<file path="src/rtl/dram_cyc_pkg.sv">
// Shared cycle classification for the DRAM cycle decoder.
package dram_cyc_pkg;
    typedef enum logic [2:0] {
        CK_IDLE     = 3'd0,
        CK_READ     = 3'd1,
        CK_EWRITE   = 3'd2,
        CK_RMW      = 3'd3,
        CK_CTR_RF   = 3'd4,
        CK_ROW_RF   = 3'd5,
        CK_TEST_IN  = 3'd6
    } cyc_kind_t;
endpackage

</file>
<file path="src/rtl/dram_strobe_edges.sv">
// Edge detector for the three active-low control strobes.
// Assumes the strobes are already synchronous to clk; reset treats all as idle (high).
module dram_strobe_edges (
    input  logic clk,
    input  logic rst_n,
    input  logic ras_n,
    input  logic cas_n,
    input  logic we_n,
    output logic ras_fall,
    output logic ras_rise,
    output logic cas_fall,
    output logic cas_rise,
    output logic we_fall
);
    logic ras_q, cas_q, we_q;

    // Hold last sampled strobe levels.
    always_ff @(posedge clk) begin
        if (!rst_n) begin
            ras_q <= 1'b1;
            cas_q <= 1'b1;
            we_q  <= 1'b1;
        end else begin
            ras_q <= ras_n;
            cas_q <= cas_n;
            we_q  <= we_n;
        end
    end

    // Compare current level with the previous sample.
    always_comb begin
        ras_fall = ras_q & ~ras_n;
        ras_rise = ~ras_q & ras_n;
        cas_fall = cas_q & ~cas_n;
        cas_rise = ~cas_q & cas_n;
        we_fall  = we_q & ~we_n;
    end
endmodule

</file>
<file path="src/rtl/dram_cell_array.sv">
// Register array standing in for the DRAM cells, indexed {row, col}.
// In test mode the sector bits (row MSB, col MSB, col LSB) are replaced by all
// eight combinations: writes fill all eight, reads return an all-equal flag.
// Assumes ADDR_W >= 3.
module dram_cell_array #(
    parameter int ADDR_W = 4
) (
    input  logic              clk,
    input  logic              rst_n,
    input  logic              test_mode,
    input  logic [ADDR_W-1:0] row,
    input  logic [ADDR_W-1:0] col,
    input  logic              wr_en,
    input  logic              wr_bit,
    output logic              rd_bit
);
    localparam int IDX_W = 2 * ADDR_W;
    localparam int DEPTH = 1 << IDX_W;
    localparam int NSECT = 8;

    logic             mem [DEPTH];
    logic [IDX_W-1:0] sect_idx [NSECT];
    logic [NSECT-1:0] sect_bits;
    logic [IDX_W-1:0] norm_idx;

    assign norm_idx = {row, col};

    // One index and one read tap per sector.
    for (genvar s = 0; s < NSECT; s++) begin : g_sect
        localparam logic [2:0] SEL = 3'(s);
        assign sect_idx[s]  = {SEL[2], row[ADDR_W-2:0], SEL[1], col[ADDR_W-2:1], SEL[0]};
        assign sect_bits[s] = mem[sect_idx[s]];
    end

    // Single-cell read in normal mode, all-equal compare in test mode.
    assign rd_bit = test_mode ? ((&sect_bits) | ~(|sect_bits)) : mem[norm_idx];

    // Clear on reset; write one cell or all eight sector cells.
    always_ff @(posedge clk) begin
        if (!rst_n) begin
            for (int i = 0; i < DEPTH; i++) mem[i] <= 1'b0;
        end else if (wr_en) begin
            if (test_mode) begin
                for (int k = 0; k < NSECT; k++) mem[sect_idx[k]] <= wr_bit;
            end else begin
                mem[norm_idx] <= wr_bit;
            end
        end
    end
endmodule

</file>
<file path="src/rtl/dram_cycle_ctl.sv">
// Cycle classifier: latches row/column, decides access kind, runs the refresh
// row counter and the test-mode flag, and owns the output data register.
// Assumes strobe edge flags come from dram_strobe_edges on the same clock.
module dram_cycle_ctl
    import dram_cyc_pkg::*;
#(
    parameter int ADDR_W = 4
) (
    input  logic              clk,
    input  logic              rst_n,
    input  logic              cas_n,
    input  logic              we_n,
    input  logic [ADDR_W-1:0] addr,
    input  logic              ras_fall,
    input  logic              ras_rise,
    input  logic              cas_fall,
    input  logic              cas_rise,
    input  logic              we_fall,
    input  logic              rd_bit,
    output logic [ADDR_W-1:0] acc_row,
    output logic [ADDR_W-1:0] acc_col,
    output logic              wr_en,
    output logic              dout,
    output logic              dout_en,
    output logic              test_mode,
    output logic              rfsh_stb,
    output logic [ADDR_W-1:0] rfsh_row,
    output cyc_kind_t         kind
);
    logic [ADDR_W-1:0] row_q, col_q, rf_cnt;
    logic row_open, cas_seen, rd_active;
    logic start_acc, rmw_hit;

    // Access start and write-strobe decode.
    always_comb begin
        start_acc = cas_fall & row_open;
        rmw_hit   = we_fall & rd_active & ~cas_n;
        wr_en     = (start_acc & ~we_n) | rmw_hit;
        acc_row   = row_q;
        acc_col   = start_acc ? addr : col_q;
    end

    // Cycle state, refresh counter, mode flag and output register.
    always_ff @(posedge clk) begin
        if (!rst_n) begin
            row_q     <= '0;
            col_q     <= '0;
            rf_cnt    <= '0;
            row_open  <= 1'b0;
            cas_seen  <= 1'b0;
            rd_active <= 1'b0;
            dout      <= 1'b0;
            dout_en   <= 1'b0;
            test_mode <= 1'b0;
            rfsh_stb  <= 1'b0;
            rfsh_row  <= '0;
            kind      <= CK_IDLE;
        end else begin
            rfsh_stb <= 1'b0;
            if (ras_fall) begin
                if (!cas_n) begin
                    rfsh_stb  <= 1'b1;
                    rfsh_row  <= rf_cnt;
                    rf_cnt    <= rf_cnt + ADDR_W'(1);
                    test_mode <= ~we_n;
                    kind      <= we_n ? CK_CTR_RF : CK_TEST_IN;
                end else begin
                    row_q    <= addr;
                    row_open <= 1'b1;
                    cas_seen <= 1'b0;
                end
            end
            if (ras_rise) begin
                row_open <= 1'b0;
                if (row_open && !cas_seen) begin
                    rfsh_stb  <= 1'b1;
                    rfsh_row  <= row_q;
                    test_mode <= 1'b0;
                    kind      <= CK_ROW_RF;
                end
            end
            if (start_acc) begin
                col_q    <= addr;
                cas_seen <= 1'b1;
                if (!we_n) begin
                    kind      <= CK_EWRITE;
                    dout_en   <= 1'b0;
                    rd_active <= 1'b0;
                end else begin
                    kind      <= CK_READ;
                    dout      <= rd_bit;
                    dout_en   <= 1'b1;
                    rd_active <= 1'b1;
                end
            end
            if (rmw_hit) begin
                kind      <= CK_RMW;
                rd_active <= 1'b0;
            end
            if (cas_rise) begin
                dout_en   <= 1'b0;
                rd_active <= 1'b0;
            end
        end
    end

    a_r8_test_entry: assert property (@(posedge clk) disable iff (!rst_n)
        (ras_fall && !cas_n && !we_n) |=> test_mode);

    a_r9_plain_cbr_exit: assert property (@(posedge clk) disable iff (!rst_n)
        (ras_fall && !cas_n && we_n) |=> !test_mode);

    a_r6_counter_step: assert property (@(posedge clk) disable iff (!rst_n)
        (ras_fall && !cas_n) |=> (rf_cnt == $past(rf_cnt) + ADDR_W'(1)));

    a_r3_early_write_hiz: assert property (@(posedge clk) disable iff (!rst_n)
        (cas_fall && row_open && !we_n) |=> !dout_en);

    a_r7_row_refresh: assert property (@(posedge clk) disable iff (!rst_n)
        (ras_rise && row_open && !cas_seen) |=> (rfsh_stb && rfsh_row == $past(row_q) && !test_mode));

    a_r5_oe_drop: assert property (@(posedge clk) disable iff (!rst_n)
        cas_rise |=> !dout_en);
endmodule

</file>
<file path="src/rtl/dram_test_decoder.sv">
// Top: DRAM cycle decoder with parallel test mode.
// Samples active-low strobes on clk; strobes are assumed synchronous and glitch-free.
module dram_test_decoder
    import dram_cyc_pkg::*;
#(
    parameter int ADDR_W = 4
) (
    input  logic              clk,
    input  logic              rst_n,
    input  logic              ras_n,
    input  logic              cas_n,
    input  logic              we_n,
    input  logic [ADDR_W-1:0] addr,
    input  logic              din,
    output logic              dout,
    output logic              dout_en,
    output logic              test_mode,
    output logic              rfsh_stb,
    output logic [ADDR_W-1:0] rfsh_row,
    output logic [2:0]        cyc_kind
);
    logic ras_fall, ras_rise, cas_fall, cas_rise, we_fall;
    logic [ADDR_W-1:0] acc_row, acc_col;
    logic wr_en, rd_bit;
    cyc_kind_t kind;

    dram_strobe_edges u_edges (
        .clk(clk), .rst_n(rst_n), .ras_n(ras_n), .cas_n(cas_n), .we_n(we_n),
        .ras_fall(ras_fall), .ras_rise(ras_rise), .cas_fall(cas_fall),
        .cas_rise(cas_rise), .we_fall(we_fall)
    );

    dram_cycle_ctl #(.ADDR_W(ADDR_W)) u_ctl (
        .clk(clk), .rst_n(rst_n), .cas_n(cas_n), .we_n(we_n), .addr(addr),
        .ras_fall(ras_fall), .ras_rise(ras_rise), .cas_fall(cas_fall),
        .cas_rise(cas_rise), .we_fall(we_fall), .rd_bit(rd_bit),
        .acc_row(acc_row), .acc_col(acc_col), .wr_en(wr_en),
        .dout(dout), .dout_en(dout_en), .test_mode(test_mode),
        .rfsh_stb(rfsh_stb), .rfsh_row(rfsh_row), .kind(kind)
    );

    dram_cell_array #(.ADDR_W(ADDR_W)) u_cells (
        .clk(clk), .rst_n(rst_n), .test_mode(test_mode), .row(acc_row),
        .col(acc_col), .wr_en(wr_en), .wr_bit(din), .rd_bit(rd_bit)
    );

    assign cyc_kind = kind;
endmodule

</file>
<file path="config.mk">
export PLATFORM = sky130hd
export DESIGN_NAME = dram_test_decoder
export DESIGN_NICKNAME = d
export VERILOG_FILES = /design/src/rtl/dram_cyc_pkg.sv /design/src/rtl/dram_strobe_edges.sv /design/src/rtl/dram_cell_array.sv /design/src/rtl/dram_cycle_ctl.sv /design/src/rtl/dram_test_decoder.sv
export SDC_FILE = /design/constraint.sdc
export NUM_CORES = 1
export LEC_CHECK = 0
export ABC_AREA = 1
export BUFFER_PORTS_ARGS = -buffer_cell sky130_fd_sc_hd__buf_4
export CAP_MARGIN = 15
export CORE_ASPECT_RATIO = 0.9
export CORE_UTILIZATION = 30
export DETAILED_ROUTE_END_ITERATION = 6
export GPL_ROUTABILITY_DRIVEN = 0
export GPL_TIMING_DRIVEN = 1
export SLEW_MARGIN = 15
export SYNTH_ARGS = -nofsm -noshare
export SYNTH_HDL_FRONTEND = slang
export SYNTH_HIERARCHICAL = 1
export SYNTH_SLANG_ARGS = --single-unit
</file>
<file path="constraint.sdc">
create_clock -name clk -period 3.6 [get_ports clk]
set_clock_uncertainty 0.2 [all_clocks]
set_input_delay 0.18 -clock clk [delete_from_list [all_inputs] [get_ports clk]]
set_output_delay 0.18 -clock clk [all_outputs]
set_load 0.01 [all_outputs]
</file>
* Word level (Yosys, flattened, before mapping)
Memories as Yosys holds them, arrays and structs flattened.
Cells that the tools add are included.
** Word-level totals
- Memory bits (writable) :: 256
- Output and inout port bits :: 11
- Logic and storage cells :: 121
- ROM bits :: 0
- Bits of input ports :: 10
- Register bits :: 29
- Latch bits :: 0
- Memories :: 1
** Memories
- u_cells.mem :: depth 256, width 1, rd ports 9, clocked after memory_dff 0, wr ports 256, line dram_cell_array.sv:21 : logic mem [DEPTH];
** Operators by class
- Divide/modulo/power cells :: 0
- Multiply operators :: 0
- Bitwise logic cells :: 18
- Mux-type cells :: 62
- Add/sub/neg operators :: 1
- Magnitude comparators :: 0
- Shift-type cells :: 0
- Reductions and logical operators :: 23
- Equality and inequality tests :: 0
** Operator list (number)
- 8-bit two-way mux :: 9
- 1-bit two-way mux :: 40
- 4-bit two-way mux :: 5
- 3-bit two-way mux :: 5
- 1-bit AND :: 9
- 1-bit OR reduction :: 9
- 2-bit AND reduction :: 4
- 8-bit AND reduction :: 1
- 8-bit OR reduction :: 1
- 1-bit inverter :: 7
- 2-bit two-way mux :: 3
- 2-bit OR reduction :: 3
- 4-bit by 1-bit adder with 4-bit output, second input constant :: 1
- 2-bit nonzero test :: 2
- 3-bit OR reduction :: 1
- 1-bit bitwise OR :: 2
- 1-bit logical AND :: 1
- 1-bit logical NOT :: 1

* Logic depth before layout (Yosys ltp)
- Word-level depth :: 11
- Mapped depth :: 27
- Gate-level depth less buffers :: 25

* Modules after synthesis
Netlist, hierarchy kept.
** By module, submodules not included
- dram_cell_array :: instances 1, sequential area each 5124.9 sq um, area an instance 15616.2 sq um, cells each 2703
- dram_cycle_ctl :: instances 1, sequential area each 520.5 sq um, area an instance 1066.0 sq um, cells each 150
- dram_strobe_edges :: instances 1, sequential area each 60.1 sq um, area an instance 112.6 sq um, cells each 17

* Worst setup path after synthesis
OpenSTA, ideal clock, no wires.
- Path type :: register to register
- From :: register u_edges.cas_q
- To :: register u_ctl.dout
- Slack :: 912 ps
- Arrival time :: 2372 ps
- Library setup time :: 116 ps
- Data required time :: 3284 ps
- Cell stages (with the launch flop) :: 27
- Clock period less this slack :: 2688 ps
- Path buffers :: 3
- Cells stage by stage :: dfxtp_1 > inv_1 > nor2_1 > nand2_2 > inv_2 > or2_1 > o21ai_0 > inv_1 > buf_4 > buf_4 > buf_4 > o21ai_0 > nand2_1 > nand2_1 > nand2_1 > nand3_1 > inv_1 > nand2_1 > nand2_1 > nand2_1 > nor2_1 > nand2_1 > nand2_1 > nor2_1 > nor2_1 > nor2_1 > nor2_1
** Between the ends
- Word-level cells in the longest chain between the ends :: 8
- Elaborated cells between the ends (all ways) :: 10
- Those cells by class :: mux (2); bitwise (4); reduce/logical (3); memory (1)
** RTL lines
- from (decl) :: line dram_strobe_edges.sv:15 : logic ras_q, cas_q, we_q;
- from (signal assigned) :: line dram_strobe_edges.sv:25 : cas_q <= cas_n;
- 1-bit AND * :: line dram_strobe_edges.sv:34 : cas_fall = cas_q & ~cas_n;
- via cas_fall :: line dram_test_decoder.sv:22 : logic ras_fall, ras_rise, cas_fall, cas_rise, we_fall;
- 1-bit AND * :: line dram_cycle_ctl.sv:36 : start_acc = cas_fall & row_open;
- 4-bit two-way mux * :: line dram_cycle_ctl.sv:40 : acc_col = start_acc ? addr : col_q;
- via acc_col[1] :: line dram_test_decoder.sv:23 : logic [ADDR_W-1:0] acc_row, acc_col;
- memory 256 x 1 bit *
- 8-bit OR reduction :: line dram_cell_array.sv:36 : assign rd_bit = test_mode ? ((&sect_bits) | ~(|sect_bits)) : mem[norm_idx];
- 1-bit inverter :: line dram_cell_array.sv:36
- 1-bit bitwise OR :: line dram_cell_array.sv:36
- 1-bit two-way mux * :: line dram_cell_array.sv:36
- via rd_bit :: line dram_test_decoder.sv:24 : logic wr_en, rd_bit;
- to (signal assigned) :: line dram_cycle_ctl.sv:91 : dout <= rd_bit;
- to (decl) :: line dram_cycle_ctl.sv:23 : output logic dout,
The timed path passes the listed nets; every way through them passes the cells marked *.
A chain may end at the register's enable or synchronous reset.

* Worst setup path after layout
Same ends and word-level chain as after synthesis.

==> flow_metrics.env <==
export IMPL_outcome="finished, final reports clean"
export IMPL_netlist_instances=2870
export IMPL_hold_viol_final=0
export IMPL_yosysWarnings=6
export IMPL_crit_top_cell="nor2_1"
export IMPL_root_buffer="clkbuf_16"
export IMPL_worst_path_buf_inv=7
export IMPL_hold_path_startpoint="ras_n"
export IMPL_power_leakage_nw=8.537
export IMPL_end_kind="register"
export IMPL_combPwrFrac_pct=9.9
export IMPL_finalNetCount=2887
export IMPL_antenna_found_initial=6
export IMPL_firstDrtPassIters=7
export IMPL_overflow=0
export IMPL_rsz0062_at_grt="false"
export IMPL_start_util_pct=30.63
export IMPL_totalPowerFinal_mw=7.373
export IMPL_cts_sinks=285
export IMPL_cts_buffers=34
export IMPL_grt_use_met1_pct=35.15
export IMPL_synth_edff_count=0
export IMPL_grt_pass1_vias=17045
export IMPL_synth_nets=2881
export IMPL_cts_tree="built"
export IMPL_setup_violations=0
export IMPL_clkLatencyLatePin_ns=0.53
export IMPL_fmax_mhz=296.9
export IMPL_cp_max_fo=10
export IMPL_boundaryPins=21
export IMPL_grt_start_max_net_pins=157
export IMPL_clk_pin_slew_ns=0.07
export IMPL_crit_slowest_cell="dfxtp_1"
export IMPL_dp_hpwl_mm=48.15
export IMPL_slew_viol_final=0
export IMPL_cts_path_max_buffers=3
export IMPL_drt_wirelength_per_cell_um=19.81
export IMPL_fin_setup_tns_ns=0
export IMPL_coreArea_um2=54830
export IMPL_synthFlopType="dfxtp_1"
export IMPL_p_int_mw=5.349
export IMPL_r2r_start="u_edges/cas_q"
export IMPL_cp_required_ns=3.80
export IMPL_grtUsageMet2_pct=35.60
export IMPL_finalCritPeriodShare_pct=93.55
export IMPL_final_cell_mix="nand2_1 (1143), a21oi_1 (528), dfxtp_1 (285)"
export IMPL_final_common_cell="nand2_1"
export IMPL_async_flop_share_pct=0
export IMPL_seqPwrFrac_pct=43.2
export IMPL_cpLargestDelayFamily="simple AND/OR/NAND/NOR gates"
export IMPL_yosysSeqAreaShare_pct=33.97
export IMPL_grt_use_met3_pct=7.175
export IMPL_drt_iter0_markers=2587
export IMPL_slowest_delay_ns=0.31
export IMPL_antenna_left=0
export IMPL_crit_type="register to register"
export IMPL_arrival_ns=3.57
export IMPL_worst_slew_pin_slew_ns=1.033
export IMPL_chipWidth_um=251.4
export IMPL_viasPerCell=5.304
export IMPL_drc=0
export IMPL_die_h_um=226.5
export IMPL_grt_pass1_wl_mm=108.2
export IMPL_cp_start_kind="register"
export IMPL_swShare_pct=27.45
export IMPL_peakVddDrop_mv=0.2109
export IMPL_dieArea_um2=56930
export IMPL_io_buffer_count=20
export IMPL_rows=81
export IMPL_p_switching_mw=2.024
export IMPL_cts_max_level=2
export IMPL_dr_total_vias=19354
export IMPL_grt_busiest_layer="met2"
export IMPL_netlist_cell_type_count=26
export IMPL_hp_class="input pin to register"
export IMPL_drive_gt1_share_pct=7.416
export IMPL_syn_avg_cell_area_um2=5.852
export IMPL_maxCapViolations=0
export IMPL_wl_mm=72.28
export IMPL_grt_total_usage_pct=24.99
export IMPL_crit_chain="inv_1 -> nor2_1 -> nand2_2 -> inv_2 -> buf_4 -> or2_1 -> o21ai_0 -> inv_1 -> buf_4 -> nand2_1 -> inv_1 -> buf_4 -> nand2_1 -> nand2_1 -> nor2_1 -> nor2_1 -> nor2_1 -> nand2_1 -> nand2_1 -> nand2_1 -> nor2_1 -> nor2_1 -> nor2_1 -> nor2_1"
export IMPL_syn_area_um2=16790
export IMPL_ys_ff_latch=285
export IMPL_fin_crit_ns=3.368
export IMPL_area_growth_pct=15.32
export IMPL_slew_headroom_pct=31.14
export IMPL_power_share_clock_pct=46.8
export IMPL_p_per_area_nw_per_um2=380.7
export IMPL_crit_path_start="u_edges/cas_q"
[worst reg2reg max path: cells and delay by family (launching register included)]
| kind | cells | cell delay (ns) |
|---|---|---|
| buffers and inverters | 7 | 1.10 |
| AO/OA/AOI/OAI | 1 | 0.11 |
| flip-flops | 1 | 0.31 |
| AND/OR/NAND/NOR | 16 | 1.52 |
[flip-flops by register name, summed over array words and instances, names as in the netlist, 3 cells and up]
register	flops
u_ctl/col_q	4
u_ctl/kind	3
u_ctl/rfsh_row	4
u_cells/mem	256
u_ctl/rf_cnt	4
u_ctl/acc_row	4
[through the flow]
| stage | hold WS [ns] | instance area, µm² | utilization (%) | std cells | worst slack, ns |
|---|---|---|---|---|---|
| finish | 0.2012 | 19370 | 35.32 | 3649 | 0.2323 |
| global route | 0.2138 | 19360 | 35.31 | 3646 | 0.005850 |
| CTS | 0.1942 | 19330 | 35.26 | 3644 | 0.1611 |
| detailed placement | 0.1781 | 18130 | 33.06 | 3574 | 0.1783 |
| global placement | 0.1802 | 18130 | 33.06 | 3574 | 0.2045 |
| floorplan | 0.04865 | 16790 | - | 2870 | 0.9118 |
[power groups by stage]
stage / combinational [mW] / sequential (mW) / clock (mW)
2_1_floorplan: 0.383 / 3.25 / 0
3_3_place_gp: 0.691 / 3.26 / 0
3_5_place_dp: 0.686 / 3.26 / 0
4_1_cts: 0.697 / 3.19 / 3.50
5_1_grt: 0.754 / 3.19 / 3.64
6_report: 0.732 / 3.19 / 3.45
[final cells by class]
class	instances	area, µm²
inverters	139	540.5
repair buffers	131	1221
clock buffers	51	1046
fillers	6079	35460
flip-flops and latches	285	5705
multi-input cells	2285	9859
well taps	747	934.6
diodes	3	7.507
clock inverters	8	52.55
[synth_stat cells, types with 2 or more instances]
cell type / count / area [µm²]
nor2_1: 190 / 713.2
inv_2: 20 / 75.07
nand2_2: 5 / 31.28
nor3_1: 4 / 20.02
inv_1: 119 / 446.7
buf_4: 11 / 82.58
a21oi_1: 528 / 2643
o21ai_1: 47 / 235.2
nor2_2: 8 / 50.05
clkbuf_1: 98 / 367.9
nor2_4: 2 / 22.52
nand3_1: 58 / 290.3
buf_2: 48 / 240.2
dfxtp_1: 285 / 5705
or2_1: 4 / 25.02
nand4_1: 19 / 118.9
nand2_1: 1143 / 4290
buf_1: 3 / 11.26
o21ai_0: 271 / 1356
[metal layers]
layer | vias to the layer above | share of wire (%)
met4 | 4 | 4.1
li1 | 9376 | -
met1 | 8680 | 44
met2 | 1099 | 40
met5 | - | 0.030
met3 | 195 | 12
[cell families (layout without fill, tap and decap cells)]
logic type	Yosys count	after routing	share of synthesized area, %
and+or+nand+nor	1436	1436	33.31
DFF	285	285	33.97
AOI/OAI and AO/OA	848	848	25.29
other	0	3	0
adders and majority gates	1	1	0.07449
buffers and inverters	300	329	7.353
[worst paths after layout]
path,to,slack [ns],cells after the start
worst min register to register,u_ctl/rf_cnt[2],0.27,2
worst max-delay path,u_ctl/dout,0.23,24
worst min-delay path,u_edges/ras_q,0.20,4
worst max register to register,u_ctl/dout,0.23,24
[what timing repair did]
item / in CTS / in global routing
hold endpoints to repair: 52 / 0
resized for setup: 0 / 4
endpoints found under the setup margin: 0 / 8
hold buffers: 11 / 0
buffers inserted: 0 / 1
No activity file was read; power rests on OpenSTA's default activity.
